--- config.mk ---
export PLATFORM = sky130hd
export DESIGN_NAME = reset_pulse_stretcher
export DESIGN_NICKNAME = d
export VERILOG_FILES = /design/src/rtl/rst_stretch_pkg.sv /design/src/rtl/pulse_rise_detect.sv /design/src/rtl/trigger_merge.sv /design/src/rtl/slot_hold_timer.sv /design/src/rtl/reset_pulse_stretcher.sv
export SDC_FILE = /design/constraint.sdc
export NUM_CORES = 1
export LEC_CHECK = 0
export ABC_CLOCK_PERIOD_IN_PS = 2100
export BUFFER_PORTS_ARGS = -buffer_cell sky130_fd_sc_hd__buf_2
export CORE_AREA = 2 2 93 95
export DETAILED_ROUTE_END_ITERATION = 7
export DIE_AREA = 0 0 95 97
export GPL_TIMING_DRIVEN = 0
export HOLD_SLACK_MARGIN = 0.02
export PLACE_DENSITY = 0.71
export SYNTH_ARGS = -nofsm -noshare
export SYNTH_HDL_FRONTEND = slang
export SYNTH_SLANG_ARGS = --single-unit
--- constraint.sdc ---
create_clock -name clk_i -period 2.1 [get_ports clk_i]
set_input_delay 0.315 -clock clk_i [delete_from_list [all_inputs] [get_ports clk_i]]
set_output_delay 0.315 -clock clk_i [all_outputs]
set_load 0.02 [all_outputs]
--- src/rtl/rst_stretch_pkg.sv ---
// Package: shared defaults and the slot state type for the reset stretcher.
// Assumes a single clock domain for every user of these definitions.
package rst_stretch_pkg;
    localparam int unsigned DEF_SLOTS     = 4;
    localparam int unsigned DEF_HOLD_LOG2 = 20;

    typedef enum logic {
        SLOT_IDLE = 1'b0,
        SLOT_HELD = 1'b1
    } slot_state_e;
endpackage

--- src/rtl/pulse_rise_detect.sv ---
// Module: pulse_rise_detect
// Flags a 0-to-1 transition of each input bit between two consecutive clock
// edges. Assumes inputs are already synchronous to clk_i. After block reset
// the previous value is taken as 0.
module pulse_rise_detect #(
    parameter int unsigned WIDTH = 4
) (
    input  logic             clk_i,
    input  logic             rst_n_i,
    input  logic [WIDTH-1:0] level_i,
    output logic [WIDTH-1:0] rise_o
);
    logic [WIDTH-1:0] prev_q;

    // Keep last cycle's level of every request line.
    always_ff @(posedge clk_i) begin
        if (!rst_n_i) begin
            prev_q <= '0;
        end else begin
            prev_q <= level_i;
        end
    end

    // A rise is the line high now and low on the previous edge.
    always_comb begin
        rise_o = level_i & ~prev_q;
    end

    generate
        for (genvar b = 0; b < WIDTH; b++) begin : g_chk

            single_rise_chk: assert property (@(posedge clk_i) disable iff (!rst_n_i)
                rise_o[b] |=> !rise_o[b]);
        end
    endgenerate
endmodule

--- src/rtl/trigger_merge.sv ---
// Module: trigger_merge
// Combines global rises (any one hits every slot) with local rises (one slot
// each) into one trigger per slot. Coincident sources give a single trigger.
module trigger_merge #(
    parameter int unsigned SLOTS = 4
) (
    input  logic [SLOTS-1:0] glob_rise_i,
    input  logic [SLOTS-1:0] loc_rise_i,
    output logic [SLOTS-1:0] slot_trig_o
);
    logic any_glob;

    // Reduce the global sources and fan the result out to every slot.
    always_comb begin
        any_glob    = |glob_rise_i;
        slot_trig_o = {SLOTS{any_glob}} | loc_rise_i;
    end
endmodule

--- src/rtl/slot_hold_timer.sv ---
// Module: slot_hold_timer
// Holds one slot in reset for 2^HOLD_LOG2 cycles after a trigger. A trigger
// during the hold reloads the full count. held_o comes straight from a flop.
module slot_hold_timer
    import rst_stretch_pkg::*;
#(
    parameter int unsigned HOLD_LOG2 = DEF_HOLD_LOG2
) (
    input  logic clk_i,
    input  logic rst_n_i,
    input  logic trig_i,
    output logic held_o
);
    localparam logic [HOLD_LOG2-1:0] CNT_FULL = '1;
    localparam logic [HOLD_LOG2-1:0] CNT_ONE  = HOLD_LOG2'(1);

    slot_state_e             state_q;
    logic [HOLD_LOG2-1:0]    left_q;

    // Load on trigger, count down while held, release after the last cycle.
    always_ff @(posedge clk_i) begin
        if (!rst_n_i) begin
            state_q <= SLOT_IDLE;
            left_q  <= '0;
        end else if (trig_i) begin
            state_q <= SLOT_HELD;
            left_q  <= CNT_FULL;
        end else if (state_q == SLOT_HELD) begin
            if (left_q == '0) begin
                state_q <= SLOT_IDLE;
            end else begin
                left_q <= left_q - CNT_ONE;
            end
        end
    end

    // Expose the held state.
    always_comb begin
        held_o = (state_q == SLOT_HELD);
    end


    reload_chk: assert property (@(posedge clk_i) disable iff (!rst_n_i)
        trig_i |=> (held_o && left_q == CNT_FULL));

    countdown_chk: assert property (@(posedge clk_i) disable iff (!rst_n_i)
        (held_o && !trig_i && left_q != '0) |=> (held_o && left_q == $past(left_q) - CNT_ONE));

    release_chk: assert property (@(posedge clk_i) disable iff (!rst_n_i)
        (held_o && !trig_i && left_q == '0) |=> !held_o);

    idle_stays_chk: assert property (@(posedge clk_i) disable iff (!rst_n_i)
        (!held_o && !trig_i) |=> !held_o);
endmodule

--- src/rtl/reset_pulse_stretcher.sv ---
// Module: reset_pulse_stretcher (top)
// Detects rising edges on global and local watchdog requests, merges them per
// slot and stretches each into an active-low slot reset of 2^HOLD_LOG2 cycles.
// Assumes all requests are synchronous to clk_i. Each output is the inverse
// of a single flop, so it cannot glitch.
module reset_pulse_stretcher
    import rst_stretch_pkg::*;
#(
    parameter int unsigned SLOTS     = DEF_SLOTS,
    parameter int unsigned HOLD_LOG2 = DEF_HOLD_LOG2
) (
    input  logic             clk_i,
    input  logic             rst_n_i,
    input  logic [SLOTS-1:0] wd_global_i,
    input  logic [SLOTS-1:0] wd_local_i,
    output logic [SLOTS-1:0] slot_rst_n_o
);
    logic [SLOTS-1:0] glob_rise;
    logic [SLOTS-1:0] loc_rise;
    logic [SLOTS-1:0] slot_trig;
    logic [SLOTS-1:0] slot_held;

    pulse_rise_detect #(.WIDTH(SLOTS)) glob_det_i (
        .clk_i   (clk_i),
        .rst_n_i (rst_n_i),
        .level_i (wd_global_i),
        .rise_o  (glob_rise)
    );

    pulse_rise_detect #(.WIDTH(SLOTS)) loc_det_i (
        .clk_i   (clk_i),
        .rst_n_i (rst_n_i),
        .level_i (wd_local_i),
        .rise_o  (loc_rise)
    );

    trigger_merge #(.SLOTS(SLOTS)) merge_i (
        .glob_rise_i (glob_rise),
        .loc_rise_i  (loc_rise),
        .slot_trig_o (slot_trig)
    );

    generate
        for (genvar s = 0; s < SLOTS; s++) begin : g_slot
            slot_hold_timer #(.HOLD_LOG2(HOLD_LOG2)) timer_i (
                .clk_i   (clk_i),
                .rst_n_i (rst_n_i),
                .trig_i  (slot_trig[s]),
                .held_o  (slot_held[s])
            );


            local_hit_chk: assert property (@(posedge clk_i) disable iff (!rst_n_i)
                loc_rise[s] |=> !slot_rst_n_o[s]);
        end
    endgenerate

    // Drive the active-low outputs from the hold flops.
    always_comb begin
        slot_rst_n_o = ~slot_held;
    end


    global_hit_chk: assert property (@(posedge clk_i) disable iff (!rst_n_i)
        (|glob_rise) |=> (slot_rst_n_o == '0));

    reset_release_chk: assert property (@(posedge clk_i)
        !rst_n_i |=> (slot_rst_n_o == '1));
endmodule

Word level (Yosys, flattened, before mapping)
Cells that the tools add are included.
Cells by class
  add/sub/neg operators: 4
  multiply operators: 0
  divide/modulo/power cells: 0
  $lt $le $gt $ge: 0
  eq/ne operators: 4
  shifts and indexed selects: 0
  mux-type cells: 24
  bitwise operators: 6
  reductions and logical operators: 13
Operators with widths (number)
  two-way mux 20 bit: 12
  logical NOT 20 bit: 4
  subtractor 20 x 1 -> 20 bit, second input constant: 4
  two-way mux 1 bit: 12
  NOT 4 bit: 3
  bitwise AND 4 bit: 2
  inequality test 2 bit, second input constant: 4
  AND reduction 2 bit: 4
  nonzero test 2 bit: 4
  OR 4 bit: 1
  OR reduction 4 bit: 1
Storage, ports and cells
  flip-flop bits (word level): 92
  bits in latches: 0
  memory bits (writable): 0
  memory bits (read-only): 0
  bits of input ports: 10
  output and inout port bits: 4
  word-level logic and storage cells: 61
  memories: 0

Longest topological paths before layout
  depth after elaboration: 6
  gate-level depth with buffers: 8
  gate-level depth less buffers: 7

By module
Synthesis repeated with hierarchy kept, for this count alone.
Unflattened totals
  cells, all modules: 645
  area, all modules: 5447.7 um2
Modules (own cells, without submodules)
  slot_hold_timer: instances 4, cells each 153, area each 1283.7 um2, sequential area each 420.4 um2
  pulse_rise_detect: instances 2, cells each 12, area each 130.1 um2, sequential area each 80.1 um2
  trigger_merge: instances 1, cells each 5, area each 37.5 um2, sequential area each 0.0 um2
  reset_pulse_stretcher: instances 1, cells each 4, area each 15.0 um2, sequential area each 0.0 um2

Worst setup path after synthesis
OpenSTA, ideal clock, no wires.
  path kind: reg-to-reg
  from: reg g_slot[2].timer_i.left_q[4]
  to: reg g_slot[2].timer_i.left_q[19]
  library setup time: 0.074 ns
  arrival: 2.242 ns
  required time: 2.026 ns
  setup slack: -0.217 ns
  stages on the path, launching flop included: 7
  path buffers: 1
  clock period less this slack: 2.317 ns
  cell sequence: dfxtp_1 -> or4_4 -> or3_1 -> clkbuf_2 -> or4_1 -> or3_1 -> a31oi_1
Between the ends
  cells in the longest elaborated chain, start to end: 4
  elaborated cells between the ends (all ways): 7
  classes of those cells: add/sub (1); eq/ne (1); mux (3); reduce/logical (2)
Ends and longest elaborated chain
  start: declaration: line slot_hold_timer.sv:18  | logic [HOLD_LOG2-1:0] left_q;
  start signal: assignment: line slot_hold_timer.sv:32  | left_q <= left_q - CNT_ONE;
  subtractor 20 x 1 -> 20 bit: line slot_hold_timer.sv:32
  two-way mux 20 bit: line slot_hold_timer.sv:29  | if (left_q == '0) begin
  two-way mux 20 bit: line slot_hold_timer.sv:28  | end else if (state_q == SLOT_HELD) begin
  two-way mux 20 bit: line slot_hold_timer.sv:25  | end else if (trig_i) begin
Parallel ways exist; a longest one is shown, timed or not. The select of a mux whose other input is x is not followed.
A chain may end at the register's enable or synchronous reset.

Worst setup path in the final report
  from: reg g_slot[2].timer_i.left_q[5]
  to: reg g_slot[2].timer_i.left_q[19]
The elaborated chain is that of the path after synthesis.

==> metrics.txt <==
Area Growth Syn to Fin 24.71%; Max-Cap Viols 0; Peak VDD IR 0.4119 mV; met2 Usage GRT 0.3530; Distinct cells, synth between 50 and 60; initial antenna violation count 0; share of layout cells above drive strength 1 0.2430; n_diodes 0; CTS Buffer Depth 2; Mean Syn Cell Area between 8 and 9 um2; CTS tree built; H-tree depth 3; status finished, violations left; Chip Height 97 um; Worst Path Max Fanout 5; GR Util met3 0.04595; post-route ant nets 0; Startpoint Class flop; Slew @ Worst Pin 0.8001 ns; Post-Syn Area 4360 um2; drc violations 0; clock root cell clkbuf_8; Crit. End Element flop; WL final 10580 um; core area 8134 um2; FP Rows 33; nets 553; Clk pin slew, worst setup/hold paths 0.10 ns; Cell Area, Placed approximately 4600 um2; Starting Density 0.5361; die area 9215 um2; crit share post-route 1.059; gr busiest metal met2; pwr dens between 600 and 700 nW/um2; # clock sinks 92; die span in x 95 um; grt total ovfl 0; Post-Synthesis Cells 489; YS warnings 0; Post-synth top cells dfxtp_1 (92), a21oi_1 (71), xor2_1 (33); f_max 0.4495 GHz; most common cell in the synthesized netlist dfxtp_1; Max Clock Skew 0.01379 ns; critical path data required time 2.39 ns; Global Route Usage Sum 0.2201; HP Class in -> reg; Rel. slew slack 0.4661; Placer Congestion 0.8366; largest net degree at the start of global routing 16; Tot Pwr about 0.0037 W; r2r setup slk -0.12 ns; Hold Violations, Final 0; Buffers on Ports 13; Seq cells post-synth approximately 90; Final Setup Violations 3; crit path kind reg -> reg; top post-synthesis cells by area dfxtp_1 (42%), a21oi_1 (8.1%), xor2_1 (6.6%); vias per cell roughly 6; met1 Resource Use GR 0.2956; Min Clock Period, post-route 2.225 ns; Arr. time, crit path 2.52 ns; number of global-route vias before repair 3502; ys flop type dfxtp_1; post-synthesis sequential area ratio 0.4224; Synth async-reset ratio 0; estimated wirelength of the detail-placed design 6407 um; wire per inst 16.43 um; syn nets between 500 and 600; routed via count 3850; final worst setup slack -0.1249 ns; total I/O pin count 14; failing checks setup timing; CTS Buf Count 9; number of synthesized flops with an enable pin 0; global-route wire length before repair 16430 um; RSZ-0062 raised after global routing true; Synth top area share 0.4224; Final Instance Area 5438 um2; 1st-iter DRT viols 156; Lkg Pwr 1.914 nW; Clock Latency Late Sink 0.36 ns; leading area contributor after synthesis dfxtp_1; DRT Pass-1 Iters 4; Final Max Slew Viols 0
[worst paths after layout]
path / cells after the start / end / start
max: 5 / g_slot[2].timer_i.left_q[19] / g_slot[2].timer_i.left_q[5]
min: 2 / loc_det_i.prev_q[1] / wd_local_i[1]
max reg2reg: 5 / g_slot[2].timer_i.left_q[19] / g_slot[2].timer_i.left_q[5]
min reg2reg: 2 / g_slot[3].timer_i.left_q[8] / g_slot[3].timer_i.left_q[8]
[power by group]
group          switching (W)  total, W  internal, W
Sequential          0.000132   0.00200      0.00187
Clock               0.000655   0.00132     0.000667
Combinational       0.000232  0.000418     0.000186
[metrics by stage]
stage                     worst slack, ns  std cells  utilization  hold slack [ns]  setup TNS, ns
after detailed placement          -0.4951        607       0.5641           0.5023         -14.26
after CTS                         -0.1421        625       0.6238           0.1658        -0.4847
after floorplan                   -0.1091        489            -           0.4367        -0.1153
final                             -0.1249        644       0.6685           0.1727        -0.2366
after global placement            -0.4367        607       0.5641           0.4879         -11.97
after global routing              -0.2038        644       0.6685           0.1715        -0.7865
[cell usage in the layout (no fill, tap or decap), drive strengths merged, types with 15 or more instances in the layout]
cell and n:
dfxtp 92, xnor2 22, a31oi 15, nor4 17, clkbuf 27, a21oi 71
inv 22, nor2 22, nor3 15, buf 40, or3 18, o21ai 16
xor2 33
[routing by layer]
| layer | vias to the layer above | part of all wire |
|---|---|---|
| met3 | 10 | 0.037 |
| li1 | 1898 | - |
| met2 | 82 | 0.50 |
| met1 | 1860 | 0.45 |
| met5 | - | 0 |
| met4 | 0 | 0.012 |
[cells by family (layout without fill, tap and decap cells)]
logic type | after synthesis | in the layout | synth area share
buf+inv | 45 | 95 | 0.03902
mux | 4 | 4 | 0.009756
xor+xnor | 55 | 55 | 0.1105
flops | 92 | 92 | 0.4224
simple gates | 145 | 145 | 0.2029
compound gates | 140 | 140 | 0.1925
fa+ha+maj | 8 | 8 | 0.02296
[cell type report]
| type | count | area [um2] |
|---|---|---|
| multi-input combinational | 352 | 2764 |
| sequential | 92 | 1858 |
| timing repair buffer | 38 | 277.8 |
| tap | 105 | 131.4 |
| inverter | 22 | 82.58 |
| fill | 626 | 2696 |
| clock inverter | 6 | 90.09 |
| buffer | 20 | 110.1 |
| clock buffer | 9 | 123.9 |
[registers in the layout, indices dropped and copies added (netlist names)]
register and cells:
g_slot.timer_i.left_q 80, glob_det_i.prev_q 4, g_slot.timer_i.held_o 4, loc_det_i.prev_q 4
[worst max-delay path: stages, from the launching register on]
cell and delay [ns]:
dfxtp_2 0.34, or4_4 0.53, or3_4 0.39, or4_4 0.42, or3_1 0.32, a31oi_1 0.16
[what timing repair did]
item / 4_1_cts / 5_1_grt
hold buffers: 0 / 0
buffers inserted: 6 / 18
resized for setup: 53 / 50
endpoints found under the setup margin: 62 / 64
cloned: 0 / 1
pin swaps: 10 / 29
No activity file was read; power rests on OpenSTA's default activity.
